## src/rtl/dacif_pkg.sv

```systemverilog
package dacif_pkg;

   // Destination class of a completed command word
   typedef enum logic [1:0] {
      LD_A_COPY_B   = 2'd0,
      LD_B_AND_STG  = 2'd1,
      LD_STG_ONLY   = 2'd2
   } load_kind_t;

   function automatic load_kind_t classify(input logic sel_a, input logic stg_only);
      if (sel_a)
         return LD_A_COPY_B;
      else if (!stg_only)
         return LD_B_AND_STG;
      else
         return LD_STG_ONLY;
   endfunction

endpackage

```

## src/rtl/dacif_sync.sv

```systemverilog
module dacif_sync #(
   parameter int           W      = 1,
   parameter int           STAGES = 2,
   parameter logic [W-1:0] IDLE   = '0
) (
   input  logic         clk,
   input  logic         rst_n,
   input  logic [W-1:0] d,
   output logic [W-1:0] q
);

   generate
      if (STAGES < 2) begin : g_bad_depth
         $error("dacif_sync: STAGES must be at least 2");
      end
   endgenerate

   logic [W-1:0] chain [STAGES];

   always_ff @(posedge clk or negedge rst_n) begin
      if (!rst_n) begin
         for (int s = 0; s < STAGES; s++) chain[s] <= IDLE;
      end else begin
         chain[0] <= d;
         for (int s = 1; s < STAGES; s++) chain[s] <= chain[s-1];
      end
   end

   assign q = chain[STAGES-1];

endmodule

```

## src/rtl/dacif_frame_rx.sv

```systemverilog
module dacif_frame_rx #(
   parameter int WORD_W    = 16,
   parameter int FILL_W    = 2,
   parameter bit SELF_TERM = 1'b0,
   localparam int KEEP_W   = WORD_W - FILL_W,
   localparam int CNT_W    = $clog2(WORD_W + 2)
) (
   input  logic              clk,
   input  logic              rst_n,
   input  logic              cs_lvl,
   input  logic              sck_lvl,
   input  logic              din_lvl,
   output logic              frame_done,
   output logic              frame_bad,
   output logic [KEEP_W-1:0] frame_word
);

   localparam logic [CNT_W-1:0] FULL = CNT_W'(WORD_W);
   localparam logic [CNT_W-1:0] LAST = CNT_W'(WORD_W - 1);
   localparam logic [CNT_W-1:0] SAT  = CNT_W'(WORD_W + 1);

   generate
      if (FILL_W < 0 || FILL_W >= WORD_W) begin : g_bad_fill
         $error("dacif_frame_rx: FILL_W out of range");
      end
   endgenerate

   logic              prev_cs, prev_sck, active;
   logic [CNT_W-1:0]  cnt;
   logic [WORD_W-1:0] sh;
   logic              count_ends;

   // Framing variant: self-terminating after WORD_W falls, or chip-select only
   generate
      if (SELF_TERM) begin : g_counting
         assign count_ends = 1'b1;
      end else begin : g_cs_only
         assign count_ends = 1'b0;
      end
   endgenerate

   wire cs_fall  = prev_cs & ~cs_lvl;
   wire cs_rise  = ~prev_cs & cs_lvl;
   wire sck_fall = prev_sck & ~sck_lvl;

   always_ff @(posedge clk or negedge rst_n) begin
      if (!rst_n) begin
         prev_cs    <= 1'b1;
         prev_sck   <= 1'b0;
         active     <= 1'b0;
         cnt        <= '0;
         sh         <= '0;
         frame_done <= 1'b0;
         frame_bad  <= 1'b0;
      end else begin
         prev_cs    <= cs_lvl;
         prev_sck   <= sck_lvl;
         frame_done <= 1'b0;
         frame_bad  <= 1'b0;
         if (cs_fall) begin
            active <= 1'b1;
            cnt    <= '0;
         end else if (active && cs_rise) begin
            active <= 1'b0;
            if (cnt == FULL) frame_done <= 1'b1;
            else             frame_bad  <= 1'b1;
         end else if (active && sck_fall && !cs_lvl) begin
            sh <= {sh[WORD_W-2:0], din_lvl};
            if (cnt != SAT) cnt <= cnt + 1'b1;
            if (count_ends && cnt == LAST) begin
               frame_done <= 1'b1;
               active     <= 1'b0;
            end
         end
      end
   end

   assign frame_word = sh[WORD_W-1:FILL_W];


   count_cap_chk: assert property (@(posedge clk) disable iff (!rst_n)
      (SELF_TERM && active) |-> (cnt < FULL));

   done_bad_excl_chk: assert property (@(posedge clk) disable iff (!rst_n)
      !(frame_done && frame_bad));

endmodule

```

## src/rtl/dacif_latch_bank.sv

```systemverilog
module dacif_latch_bank
   import dacif_pkg::*;
#(
   parameter int CODE_W  = 10,
   localparam int KEEP_W = CODE_W + 4,
   localparam int B_SEL  = KEEP_W - 1,
   localparam int B_SPD  = KEEP_W - 2,
   localparam int B_PWD  = KEEP_W - 3,
   localparam int B_STG  = KEEP_W - 4
) (
   input  logic              clk,
   input  logic              rst_n,
   input  logic              frame_done,
   input  logic              frame_bad,
   input  logic [KEEP_W-1:0] frame_word,
   output logic [CODE_W-1:0] code_a,
   output logic [CODE_W-1:0] code_b,
   output logic              fast_mode,
   output logic              power_down,
   output logic              upd_a,
   output logic              upd_b,
   output logic              frame_error
);

   logic [CODE_W-1:0] stage_q;
   load_kind_t        kind;
   wire [CODE_W-1:0]  code_in = frame_word[CODE_W-1:0];

   assign kind = classify(frame_word[B_SEL], frame_word[B_STG]);

   always_ff @(posedge clk or negedge rst_n) begin
      if (!rst_n) begin
         code_a      <= '0;
         code_b      <= '0;
         stage_q     <= '0;
         fast_mode   <= 1'b0;
         power_down  <= 1'b0;
         upd_a       <= 1'b0;
         upd_b       <= 1'b0;
         frame_error <= 1'b0;
      end else begin
         upd_a       <= 1'b0;
         upd_b       <= 1'b0;
         frame_error <= frame_bad;
         if (frame_done) begin
            fast_mode  <= frame_word[B_SPD];
            power_down <= frame_word[B_PWD];
            case (kind)
               LD_A_COPY_B: begin
                  code_a <= code_in;
                  code_b <= stage_q;
                  upd_a  <= 1'b1;
                  upd_b  <= 1'b1;
               end
               LD_B_AND_STG: begin
                  code_b  <= code_in;
                  stage_q <= code_in;
                  upd_b   <= 1'b1;
               end
               default: stage_q <= code_in;
            endcase
         end
      end
   end


   copy_to_b_chk: assert property (@(posedge clk) disable iff (!rst_n)
      (frame_done && frame_word[B_SEL]) |=> (code_b == $past(stage_q)) && $stable(stage_q));

   b_mirrors_stage_chk: assert property (@(posedge clk) disable iff (!rst_n)
      (frame_done && !frame_word[B_SEL] && !frame_word[B_STG]) |=> (code_b == stage_q) && $stable(code_a));

   stage_only_hold_chk: assert property (@(posedge clk) disable iff (!rst_n)
      (frame_done && !frame_word[B_SEL] && frame_word[B_STG]) |=> $stable(code_a) && $stable(code_b));

   no_stray_update_chk: assert property (@(posedge clk) disable iff (!rst_n)
      !frame_done |=> !upd_a && !upd_b);

endmodule

```

## src/rtl/dacif_dual_front.sv

```systemverilog
module dacif_dual_front #(
   parameter int CODE_W      = 10,
   parameter int FILL_W      = 2,
   parameter int SYNC_STAGES = 2,
   parameter bit SELF_TERM   = 1'b0
) (
   input  logic              clk,
   input  logic              rst_n,
   input  logic              cs_n,
   input  logic              sclk,
   input  logic              sdin,
   output logic [CODE_W-1:0] code_a,
   output logic [CODE_W-1:0] code_b,
   output logic              fast_mode,
   output logic              power_down,
   output logic              upd_a,
   output logic              upd_b,
   output logic              frame_error
);

   localparam int WORD_W = CODE_W + FILL_W + 4;
   localparam int KEEP_W = WORD_W - FILL_W;

   generate
      if (CODE_W < 1) begin : g_bad_code
         $error("dacif_dual_front: CODE_W must be positive");
      end
   endgenerate

   logic [2:0]        pins_s;
   logic              done, bad;
   logic [KEEP_W-1:0] word;

   dacif_sync #(.W(3), .STAGES(SYNC_STAGES), .IDLE(3'b100)) u_sync (
      .clk   (clk),
      .rst_n (rst_n),
      .d     ({cs_n, sclk, sdin}),
      .q     (pins_s)
   );

   dacif_frame_rx #(.WORD_W(WORD_W), .FILL_W(FILL_W), .SELF_TERM(SELF_TERM)) u_rx (
      .clk        (clk),
      .rst_n      (rst_n),
      .cs_lvl     (pins_s[2]),
      .sck_lvl    (pins_s[1]),
      .din_lvl    (pins_s[0]),
      .frame_done (done),
      .frame_bad  (bad),
      .frame_word (word)
   );

   dacif_latch_bank #(.CODE_W(CODE_W)) u_bank (
      .clk         (clk),
      .rst_n       (rst_n),
      .frame_done  (done),
      .frame_bad   (bad),
      .frame_word  (word),
      .code_a      (code_a),
      .code_b      (code_b),
      .fast_mode   (fast_mode),
      .power_down  (power_down),
      .upd_a       (upd_a),
      .upd_b       (upd_b),
      .frame_error (frame_error)
   );

endmodule

```

## config.mk

```make
export PLATFORM = sky130hd
export DESIGN_NAME = dacif_dual_front
export DESIGN_NICKNAME = d
export VERILOG_FILES = /design/src/rtl/dacif_pkg.sv /design/src/rtl/dacif_sync.sv /design/src/rtl/dacif_frame_rx.sv /design/src/rtl/dacif_latch_bank.sv /design/src/rtl/dacif_dual_front.sv
export SDC_FILE = /design/constraint.sdc
export NUM_CORES = 1
export LEC_CHECK = 0
export BUFFER_PORTS_ARGS = -buffer_cell sky130_fd_sc_hd__buf_2
export CAP_MARGIN = 20
export CORE_ASPECT_RATIO = 0.6
export CORE_MARGIN = 5
export CORE_UTILIZATION = 30
export DETAILED_ROUTE_END_ITERATION = 12
export HOLD_SLACK_MARGIN = 0.12
export SETUP_SLACK_MARGIN = 0.1
export SYNTH_ARGS = -nofsm -noshare
export SYNTH_HDL_FRONTEND = slang
export SYNTH_HIERARCHICAL = 1
export SYNTH_SLANG_ARGS = --single-unit
```

## constraint.sdc

```tcl
create_clock -name clk -period 1.7 [get_ports clk]
set_input_delay 0.34 -clock clk [delete_from_list [all_inputs] [get_ports clk]]
set_output_delay 0.34 -clock clk [all_outputs]
set_load 0.01 [all_outputs]
```

Word level (Yosys, flattened, before mapping)
Cells that the tools add are included.
- bitwise logic cells: 9
- $add $sub $neg: 1
- equality and inequality tests: 4
- muxes and demuxes: 19
- reductions and logical operators: 15
- operators with widths (operator ; number):
    5-bit two-way mux ; 4
    10-bit one-hot mux with 2 select lines ; 1
    1-bit two-way mux ; 12
    2-bit nonzero test ; 4
    1-bit inverter ; 6
    2-bit AND reduction ; 3
    3-bit AND reduction ; 2
    5-bit by 1-bit adder with 5-bit output (second input constant) ; 1
    5-bit equality test (second input constant) ; 1
    5-bit != test (second input constant) ; 1
    2-bit two-way mux ; 2
    1-bit bitwise AND ; 3
    1-bit logical AND ; 3
    2-bit by 1-bit equality test with 1-bit output (second input constant) ; 1
    2-bit logical NOT ; 1
    2-bit by 1-bit != test with 1-bit output (second input constant) ; 1
    2-bit OR reduction ; 1
    1-bit logical NOT ; 1
- input bits: 5
- word-level logic and storage cells: 65
- output and inout port bits: 25
- bits in registers: 67

Longest topological paths before layout
Gate-level depths: netlist of run 1.
- word-level depth: 7
- gate-level depth with buffers: 6
- gate-level depth less buffers: 5

Hierarchy
The synthesis of run 1 kept the hierarchy.
- modules (own cells, without submodules) (module ; instances ; cells each ; area each (µm²) ; seq. area each (µm²)):
    dacif_latch_bank ; 1 ; 106 ; 1453.9 ; 875.8
    dacif_frame_rx ; 1 ; 95 ; 1201.2 ; 651.9
    dacif_sync ; 1 ; 9 ; 175.2 ; 152.6

Least setup slack after synthesis of run 1
OpenSTA, ideal clock, no wires.
- path type: flip-flop to flip-flop
- from: register u_sync.chain (netlist bit u_sync/q[2])
- to: register u_rx.sh[0]
- period minus slack after synthesis: 1.589 ns
- setup time: 0.125 ns
- required time: 1.575 ns
- path slack: 0.111 ns
- data arrival time: 1.464 ns
- cell stages (with the launch flop): 7
- path through: dfstp_2 buf_4 nand4bb_1 buf_2 nor2_4 buf_4 mux2_2
- longest elaborated chain between the ends: 4
- ends and longest elaborated chain (what ; line ; RTL):
    start, declared ; dacif_sync.sv:18 ; logic [W-1:0] chain [STAGES];
    1-bit bitwise AND or 1-bit inverter (tied branches) ; dacif_frame_rx.sv:43, dacif_frame_rx.sv:42 ;
    1-bit logical AND or 1-bit bitwise AND (tied branches) ; dacif_frame_rx.sv:63, dacif_frame_rx.sv:42 ;
    1-bit inverter (no source line) ; - ;
    3-bit AND reduction (no source line) * ; - ;
    end signal, assigned ; dacif_frame_rx.sv:68 ; sh <= {sh[WORD_W-2:0], din_lvl};
    end, declared ; dacif_frame_rx.sv:30 ; logic [WORD_W-1:0] sh;
Every way passes the cells marked *; elsewhere a longest branch is shown, timed or not.
A chain may end at the register's enable or synchronous reset.

Final worst setup path of run 1
- from: register u_rx.cnt[0]
- to: register u_rx.cnt[1]
- longest elaborated chain between the ends: 5
- ends and longest elaborated chain (what ; line ; RTL):
    start, declared ; dacif_frame_rx.sv:29 ; logic [CNT_W-1:0] cnt;
    start signal, assigned ; dacif_frame_rx.sv:69 ; if (cnt != SAT) cnt <= cnt + 1'b1;
    5-bit by 1-bit adder with 5-bit output ; dacif_frame_rx.sv:69 ;
    5-bit two-way mux ; dacif_frame_rx.sv:69 ;
    5-bit two-way mux ; dacif_frame_rx.sv:67 ; end else if (active && sck_fall && !cs_lvl) begin
    5-bit two-way mux ; dacif_frame_rx.sv:63 ; end else if (active && cs_rise) begin
    5-bit two-way mux ; dacif_frame_rx.sv:60 ; if (cs_fall) begin
Parallel ways exist; a longest one is shown, timed or not. The select of a mux whose other input is x is not followed.

==> flow_metrics.tcl, run 1 <==
set metrics [dict create \
    boundaryPins 30 \
    numCtsBuffers 9 \
    clkTransAtPathRegs_ns 0.05 \
    multi_input_area_um2 947 \
    place_ws_ns 0.123 \
    post-route-min-period_ns 1.55 \
    p_leak_nw 1.74 \
    fp.dieH_um 85.2 \
    final_max_slew_viol_count 0 \
    cts.sinks 67 \
    tns_ns 0 \
    netlist_area_um2 2830 \
    cts_tree "yes" \
    crit_required_ns 1.96 \
    drt_pass1_iterations 4 \
    wl_per_cell_um 14.6 \
    synth_commonest_cells "64 x dfrtp_1, 23 x buf_4, 19 x mux2_2" \
    skew_ns 0.00497 \
    avgSynthCellArea_um2 13.5 \
    grt_pass1_wl_mm 8.87 \
    vias 1715 \
    coreArea_um2 9190 \
    num_antenna_cells 0 \
    irDropWorstVdd_mv 0.517 \
    dieArea_um2 11500 \
    fillers 898 \
    portBuffers 29 \
    hold_path.class "register to register" \
    drt-initial-drc-count 78 \
    yosysUniqueCellTypes 34 \
    powerDensity_nw_per_um2 1110 \
    syn_inst 210 \
    post-synth-top-area-cell "dfrtp_1" \
    clk_path_buf_depth 2 \
    die_x_um 135 \
    placementRows 27 \
    tightest_slew_ns 0.509 \
    rsz0062_at_grt "false" \
    vias_per_cell 4.57 \
    place_congestion 0.721 \
    drv_cap 0 \
    synthTopCellsByArea "dfrtp_1 57%, mux2_2 7.6%, buf_4 6.1%" \
    total_power_w 0.00387 \
    path_class "register to register" \
    ant_nets 0 \
    layout_setup_ws_ns 0.149 \
    nets 248 \
    place_inst 352 \
    finalCritPeriodShare_pct 91.3 \
    grt_max_degree 29 \
    synth_edf_count 0 \
    syn_to_final_growth_pct 22.9 \
    seqCellArea_um2 1680 \
    cp_max_fo 6 \
    yosysWarnings 6 \
    yosysTopAreaCellShare_pct 56.6 \
    async_flop_share_pct 100 \
    crit_path_start_kind "register" \
    dpl.hpwl_mm 3.64 \
    yosysMostFrequentCell "dfrtp_1" \
    synth_seq_cells 67 \
    setup_violations 0 \
    synth.net_count 218 \
    cts_root_buf "clkbuf_16" \
    worstSetupEndpointType "register" \
    clock_latency_ns 0.33 \
    overflow 0 \
    hold_viol_final 0 \
    status "complete, no violations" \
    initial_core_util_pct 30.8 \
    antenna_found_initial 0 \
    drc_errors 0 \
    cp_data_arrival_time_ns 1.81 \
    grt_pass1_vias 1680 \
    seq_area_frac_synth_pct 59.4 \
    drive_gt1_share_pct 37.6 \
    slew_headroom_pct 66.1 \
    fmax_ghz 0.645 \
    grt.total_usage_pct 10.2 \
    wl_mm 5.47 \
    cts.htree.levels 3 \
    ys.flop_type "dfrtp_1" \
    stdcell_count 375 \
]
==> kinds of logic (layout without fill, tap and decap cells) <==
kind of cell / count (synthesis) / count (layout) / share of synthesized area [%]
AND/OR/NAND/NOR: 44 / 44 / 9.46
multiplexers: 39 / 39 / 16.7
buffers and inverters: 32 / 67 / 7.43
flip-flops: 67 / 67 / 59.4
AO/OA/AOI/OAI: 24 / 24 / 5.39
adder cells (fa/ha/maj): 4 / 4 / 1.68
==> final timing paths <==
path / slack, ns / end / startpoint / cells past startpoint
worst min register to register: 0.35 / u_sync/q[1] / u_sync/chain[4] / 0
worst max-delay path: 0.15 / u_rx/cnt[1] / u_rx/cnt[0] / 4
min in group asynchronous: 0.51 / u_bank/code_a[3] / rst_n / 2
max in group asynchronous: 0.67 / u_bank/frame_error / rst_n / 3
worst min-delay path: 0.35 / u_sync/q[1] / u_sync/chain[4] / 0
worst max register to register: 0.15 / u_rx/cnt[1] / u_rx/cnt[0] / 4
==> repair_timing <==
action                                  4_1_cts  5_1_grt
hold buffers                                  4        0
endpoints found under the setup margin        0        1
hold endpoints to repair                     18        0
setup buffers                                 0        3
resized for setup                             0        2
==> placed cells by master, fill, tap and decap left out, types with 2 or more instances in the layout <==
| master | netlist | final |
|---|---|---|
| mux2_1 | 10 | 10 |
| or4_1 | 2 | 2 |
| o32ai_1 | 4 | 4 |
| clkinv_2 | 0 | 2 |
| o21ai_0 | 3 | 3 |
| buf_12 | 0 | 4 |
| mux2_4 | 9 | 9 |
| bufinv_16 | 0 | 3 |
| nor2_1 | 12 | 12 |
| buf_4 | 23 | 8 |
| mux2_2 | 19 | 19 |
| clkbuf_16 | 0 | 9 |
| a21oi_1 | 5 | 4 |
| nor3_1 | 6 | 6 |
| buf_2 | 3 | 29 |
| ha_1 | 3 | 3 |
| dfrtp_1 | 64 | 64 |
| nand2b_1 | 4 | 4 |
| nand3_1 | 2 | 2 |
| inv_1 | 6 | 6 |
| dlygate4sd3_1 | 0 | 4 |
| o22ai_1 | 9 | 9 |
| dfstp_2 | 3 | 3 |
| nor4b_1 | 6 | 6 |
| nand2_1 | 3 | 3 |
==> critical path, cell delays in order (launching register included) <==
cell,delay [ns]
dfrtp_1,0.41
ha_1,0.20
and4bb_2,0.26
or4b_4,0.49
a21oi_2,0.12
==> metrics by stage <==
stage | cell area, um2 | hold slack [ns] | utilization [%]
2_1_floorplan | 2830 | 0.0444 | -
3_3_place_gp | 3070 | 0.321 | 33.4
3_5_place_dp | 3070 | 0.332 | 33.4
4_1_cts | 3450 | 0.349 | 37.5
5_1_grt | 3480 | 0.349 | 37.9
6_report | 3480 | 0.347 | 37.9
==> report_power, final <==
group / switching, W / leakage [nW] / internal, W / total, W
logic: 0.0000597 / 0.669 / 0.0000556 / 0.000115
clock network: 0.000660 / 0.165 / 0.00143 / 0.00209
registers: 0.0000280 / 0.908 / 0.00164 / 0.00166
total: 0.000747 / 1.74 / 0.00312 / 0.00387
==> layout make-up <==
type	instances	area share, %
Sequential cell	67	48.3
Tap cell	130	4.67
Timing Repair Buffer	45	9.35
Clock inverter	7	3.34
Inverter	6	0.647
Clock buffer	9	6.47
Multi-Input combinational cell	111	27.2
==> metal layers <==
metal | routed length, um | vias up | share of wire, % | GRT usage [%]
li1 | - | 795 | - | -
met1 | 2860 | 867 | 52 | 14.5
met2 | 2220 | 44 | 41 | 13.1
met3 | 285 | 9 | 5.2 | 3.97
met4 | 108 | 0 | 2.0 | 5.22
met5 | 0 | - | 0 | 0
==> sequential cells by signal, indices dropped and copies added, names as in the netlist <==
register            cells
u_bank/power_down       1
u_rx/sh                16
u_bank/stage_q         10
u_rx/prev_sck           1
u_sync/q                3
u_sync/chain            3
u_bank/fast_mode        1
u_rx/prev_cs            1
u_rx/frame_done         1
u_bank/upd_a            1
u_bank/code_a          10
u_rx/frame_bad          1
u_bank/frame_error      1
u_rx/cnt                5
u_rx/active             1
u_bank/upd_b            1
u_bank/code_b          10
(Power assumes the default switching activity.)
==> run 2: changes to the inputs <==
PLACE_DENSITY = 0.56   (was unset)
clock period = 1.6 ns   (was 1.7 ns; I/O delays follow)
==> flow_metrics.tcl, run 2 (synthesis results as in run 1) <==
set metrics [dict create \
    die_x_um 135 \
    path_class "register to register" \
    antenna_found_initial 0 \
    wl_mm 5.73 \
    grt_pass1_vias 1670 \
    p_leak_nw 1.79 \
    cts_root_buf "clkbuf_16" \
    setup_violations 0 \
    r2r_slack_ns 0.05 \
    place_inst 354 \
    max_stage_delay_ns 0.49 \
    portBuffers 29 \
    fp.dieH_um 85.2 \
    final_common_cell "dfrtp_1" \
    vias_per_cell 4.48 \
    ant_nets 0 \
    numCtsBuffers 9 \
    place_ws_ns -0.00323 \
    clk_path_buf_depth 2 \
    dpl.hpwl_mm 3.66 \
    cts.htree.levels 3 \
    cpLargestDelayFamily "simple AND/OR/NAND/NOR gates" \
    drc_errors 0 \
    vias 1705 \
    clkTransAtPathRegs_ns 0.06 \
    largest_reg_flops 16 \
    drv_cap 0 \
    nets 254 \
    hold_path.class "register to register" \
    fmax_ghz 0.645 \
    grt_max_degree 54 \
    syn_to_final_growth_pct 27.2 \
    clock_latency_ns 0.33 \
    tns_ns 0 \
    overflow 0 \
    critPathBufInv 0 \
    drive_gt1_share_pct 39.4 \
    num_antenna_cells 0 \
    worstSetupEndpointType "register" \
    post-route-min-period_ns 1.55 \
    crit_required_ns 1.86 \
    initial_core_util_pct 30.8 \
    stdcell_count 381 \
    cp_slowest_cell "or4b_1" \
    finalCritPeriodShare_pct 96.9 \
    dieArea_um2 11500 \
    rsz0062_at_grt "true" \
    layout_setup_ws_ns 0.0492 \
    cts_tree "yes" \
    worst-path-stages 4 \
    hold_viol_final 0 \
    grt_pass1_wl_mm 9.06 \
    final_util_pct 39.2 \
    boundaryPins 30 \
    crit_path_start_kind "register" \
    irDropWorstVdd_mv 0.566 \
    status "complete, no violations" \
    coreArea_um2 9190 \
    cts.sinks 67 \
    grt.total_usage_pct 10.3 \
    top_register "u_rx/sh" \
    skew_ns 0.00489 \
    cp_data_arrival_time_ns 1.81 \
    drt_pass1_iterations 4 \
    final_max_slew_viol_count 0 \
    drt-initial-drc-count 69 \
    holdWs_ns 0.349 \
    hold_path_end "u_sync/q[0]" \
    hold_depth 0 \
    worst_hold_startpoint "u_sync/chain[3]" \
    r2r-end "u_rx/cnt[1]" \
    slew_headroom_pct 64.1 \
    cp_max_fo 6 \
    powerDensity_nw_per_um2 1200 \
    tightest_slew_ns 0.538 \
    placementRows 27 \
    reg2reg_from "u_rx/cnt[0]" \
    cp_cell_sequence "ha_2 -> and4bb_2 -> or4b_1 -> a21oi_2" \
    wl_per_cell_um 15.0 \
    rr_worst_depth 4 \
    layout_common_cells "64 x dfrtp_1, 29 x buf_2, 25 x mux2_4, 13 x buf_4, 12 x nor2_1" \
    place_congestion 0.748 \
]
-- run 2: changes by cell type in the layout (fill, tap and decap cells not counted), sizes merged --
cell,before,now
clkbuf,9,11
buf,41,45
clkinvlp,1,2
bufinv,3,4
clkinv,3,1
-- run 2: worst max-delay path by stage --
stage / startpoint / to / slack [ns]
floorplan: u_sync/q[2] / u_rx/sh[0] / 0.04
global placement: u_rx/cnt[0] / u_rx/cnt[1] / 0.05
detailed placement: u_rx/cnt[0] / u_rx/cnt[1] / -0.003
CTS: u_rx/cnt[0] / u_rx/cnt[1] / 0.07
global route: u_rx/cnt[0] / u_rx/cnt[1] / 0.004
finish: u_rx/cnt[0] / u_rx/cnt[1] / 0.05
-- run 2: worst register-to-register path, stage by stage (launching register included) --
cell and delay (ns):
dfrtp_1 0.41, ha_2 0.18, and4bb_2 0.27, or4b_1 0.49, a21oi_2 0.14
-- run 2: layout make-up --
class                           count  area (um2)
Inverter                            6        22.5
Sequential cell                    67        1680
Timing Repair Buffer               51         364
Multi-Input combinational cell    111        1010
Tap cell                          130         163
Clock buffer                        9         225
Clock inverter                      7         140
Fill cell                         927        5590
-- run 2: timing repair --
item,in CTS,in global routing
setup endpoints to repair,2,19
hold endpoints to repair,14,0
gates cloned,0,1
pin swaps,2,2
gates resized for setup,1,19
setup buffers,3,3
hold buffers,4,0
-- run 2: report_power, final --
group | leakage [nW] | internal, W | total [W] | switching [W]
Clock | 0.172 | 0.00167 | 0.00240 | 0.000725
Combinational | 0.709 | 0.0000755 | 0.000145 | 0.0000697
Sequential | 0.908 | 0.00174 | 0.00177 | 0.0000330
Total | 1.79 | 0.00349 | 0.00432 | 0.000828
-- run 2: stage by stage --
step	instance area, um2	total power [W]
2_1_floorplan	2840	0.00185
3_3_place_gp	3060	0.00190
3_5_place_dp	3060	0.00191
4_1_cts	3490	0.00435
5_1_grt	3600	0.00447
6_report	3600	0.00432
-- run 2: per-layer routing --
| metal | track usage, % | wire length [um] | vias to the layer above |
|---|---|---|---|
| met2 | 13.0 | 2210 | 36 |
| met1 | 15.2 | 3110 | 858 |
| met5 | 0 | 0 | - |
| met4 | 3.39 | 79 | 0 |
| li1 | - | - | 805 |
| met3 | 5.04 | 339 | 6 |
==> run 3: changes to the inputs <==
CELL_PAD_IN_SITES_DETAIL_PLACEMENT = 1   (was unset)
CELL_PAD_IN_SITES_GLOBAL_PLACEMENT = 1   (was unset)
PLACE_DENSITY = 0.64   (was 0.56)
==> flow_metrics.tcl, run 3 (synthesis results as in run 1) <==
set metrics [dict create \
    cts.htree.levels 3 \
    crit_start "u_rx/cnt[0]" \
    multi_input_area_um2 952 \
    hold_path.class "register to register" \
    drc_errors 0 \
    top_register "u_rx/sh" \
    syn_to_final_growth_pct 22.1 \
    r2r-end "u_rx/cnt[1]" \
    nets 249 \
    r2r_slack_ns 0.06 \
    vias 1723 \
    fillers 985 \
    fp.dieH_um 85.2 \
    initial_core_util_pct 30.8 \
    stdcell_count 376 \
    drive_gt1_share_pct 38.6 \
    cp_slowest_cell "or4b_4" \
    holdWs_ns 0.347 \
    portBuffers 29 \
    crit_required_ns 1.86 \
    hold_path_end "u_sync/q[0]" \
    drt-initial-drc-count 68 \
    max_stage_delay_ns 0.49 \
    fmax_ghz 0.651 \
    grt_pass1_wl_mm 9.73 \
    post-route-min-period_ns 1.54 \
    critPathBufInv 0 \
    grt_pass1_vias 1837 \
    clk_path_buf_depth 2 \
    p_int_w 0.00323 \
    dpl-instance-area_um2 3060 \
    drv_cap 0 \
    clkPwrFrac_pct 53.0 \
    switchingPower_w 0.000799 \
    dpl.hpwl_mm 3.77 \
    seqCellArea_um2 1680 \
    num_antenna_cells 0 \
    skew_ns 0.00347 \
    cp_max_fo 4 \
    cts_root_buf "clkbuf_16" \
    overflow 0 \
    placementRows 27 \
    place_inst 354 \
    grt.total_usage_pct 11.0 \
    switching_share_pct 19.8 \
    worst_hold_startpoint "u_sync/chain[3]" \
    rr_worst_depth 4 \
    cp_cell_sequence "ha_2 -> and4bb_2 -> or4b_4 -> a21oi_2" \
    reg2reg_from "u_rx/cnt[0]" \
    drt_pass1_iterations 4 \
    p_leak_nw 1.74 \
    hold_depth 0 \
    cts.sinks 67 \
    grt_max_degree 48 \
    dieArea_um2 11500 \
    antenna_found_initial 0 \
    boundaryPins 30 \
    irDropWorstVdd_mv 0.536 \
    final_common_cell "dfrtp_1" \
    path_class "register to register" \
    wl_mm 5.82 \
    tightest_slew_ns 0.415 \
    clock_latency_ns 0.33 \
    seq_power_share_pct 43.9 \
    status "complete, no violations" \
    ant_nets 0 \
    place_congestion 0.768 \
    finalCritPeriodShare_pct 96.0 \
    clkTransAtPathRegs_ns 0.05 \
    tns_ns 0 \
    wl_per_cell_um 15.5 \
    cts_tree "yes" \
    layout_common_cells "64 x dfrtp_1, 29 x buf_2, 19 x mux2_2, 12 x nor2_1" \
    p_comb_share_pct 3.1 \
    largest_reg_flops 16 \
    final_max_slew_viol_count 0 \
    vias_per_cell 4.58 \
    die_x_um 135 \
    slew_headroom_pct 72.3 \
    design_area_um2 3460 \
    hold_viol_final 0 \
    numCtsBuffers 9 \
    cpLargestDelayFamily "simple AND/OR/NAND/NOR gates" \
    rsz0062_at_grt "true" \
    crit_path_start_kind "register" \
    coreArea_um2 9190 \
    cp_data_arrival_time_ns 1.80 \
    powerDensity_nw_per_um2 1170 \
    worstSetupEndpointType "register" \
    setup_violations 0 \
]
-- run 3: changes by cell type in the layout (fill, tap and decap cells not counted), moves of 2 or more --
| cell | previous run | this run |
|---|---|---|
| clkinvlp_4 | 2 | 0 |
| buf_4 | 13 | 10 |
| mux2_4 | 25 | 9 |
| clkbuf_8 | 0 | 2 |
| bufinv_16 | 4 | 2 |
| clkinv_2 | 1 | 3 |
| mux2_2 | 3 | 19 |
-- run 3: worst max path at each step --
| stage | end | cells past startpoint |
|---|---|---|
| 2_1_floorplan | u_rx/sh[0] | 6 |
| 3_3_place_gp | u_rx/cnt[1] | 5 |
| 3_5_place_dp | u_rx/cnt[1] | 5 |
| 4_1_cts | u_rx/cnt[1] | 4 |
| 5_1_grt | u_rx/cnt[1] | 4 |
| 6_report | u_rx/cnt[1] | 4 |
-- run 3: area by class of cell --
type                    count  area share, %
flip-flops and latches     67           48.6
multi-input cells         111           27.5
repair buffers             46           9.01
clock buffers              11           7.31
well taps                 130           4.71
clock inverters             5           2.17
inverters                   6          0.651
-- run 3: power groups by stage --
stage | Sequential (W) | Combinational, W | Clock [W]
2_1_floorplan | 0.00179 | 0.0000671 | 0
3_3_place_gp | 0.00180 | 0.000112 | 0
3_5_place_dp | 0.00180 | 0.000116 | 0
4_1_cts | 0.00177 | 0.000127 | 0.00219
5_1_grt | 0.00178 | 0.000142 | 0.00230
6_report | 0.00177 | 0.000124 | 0.00214
-- run 3: stage by stage --
step                utilization, %  power (W)  setup slack, ns
CTS                           37.4    0.00409           0.0540
global route                  37.6    0.00422           0.0170
floorplan                        -    0.00185           0.0423
global placement              33.3    0.00191           0.0838
detailed placement            33.3    0.00192           0.0158
finish                        37.6    0.00403           0.0636
-- run 3: repair_timing --
| action | in CTS | in global routing |
|---|---|---|
| endpoints found under the setup margin | 3 | 30 |
| pin swaps | 1 | 1 |
| buffers inserted | 1 | 1 |
| hold buffers | 4 | 0 |
| hold endpoints to repair | 14 | 0 |
| cloned | 0 | 0 |
| gates resized for setup | 0 | 5 |
-- run 3: routing by layer --
layer / track usage (%) / wire (um)
met1: 14.4 / 2920
met2: 16.2 / 2510
met3: 5.86 / 332
met4: 2.47 / 56
met5: 0 / 0
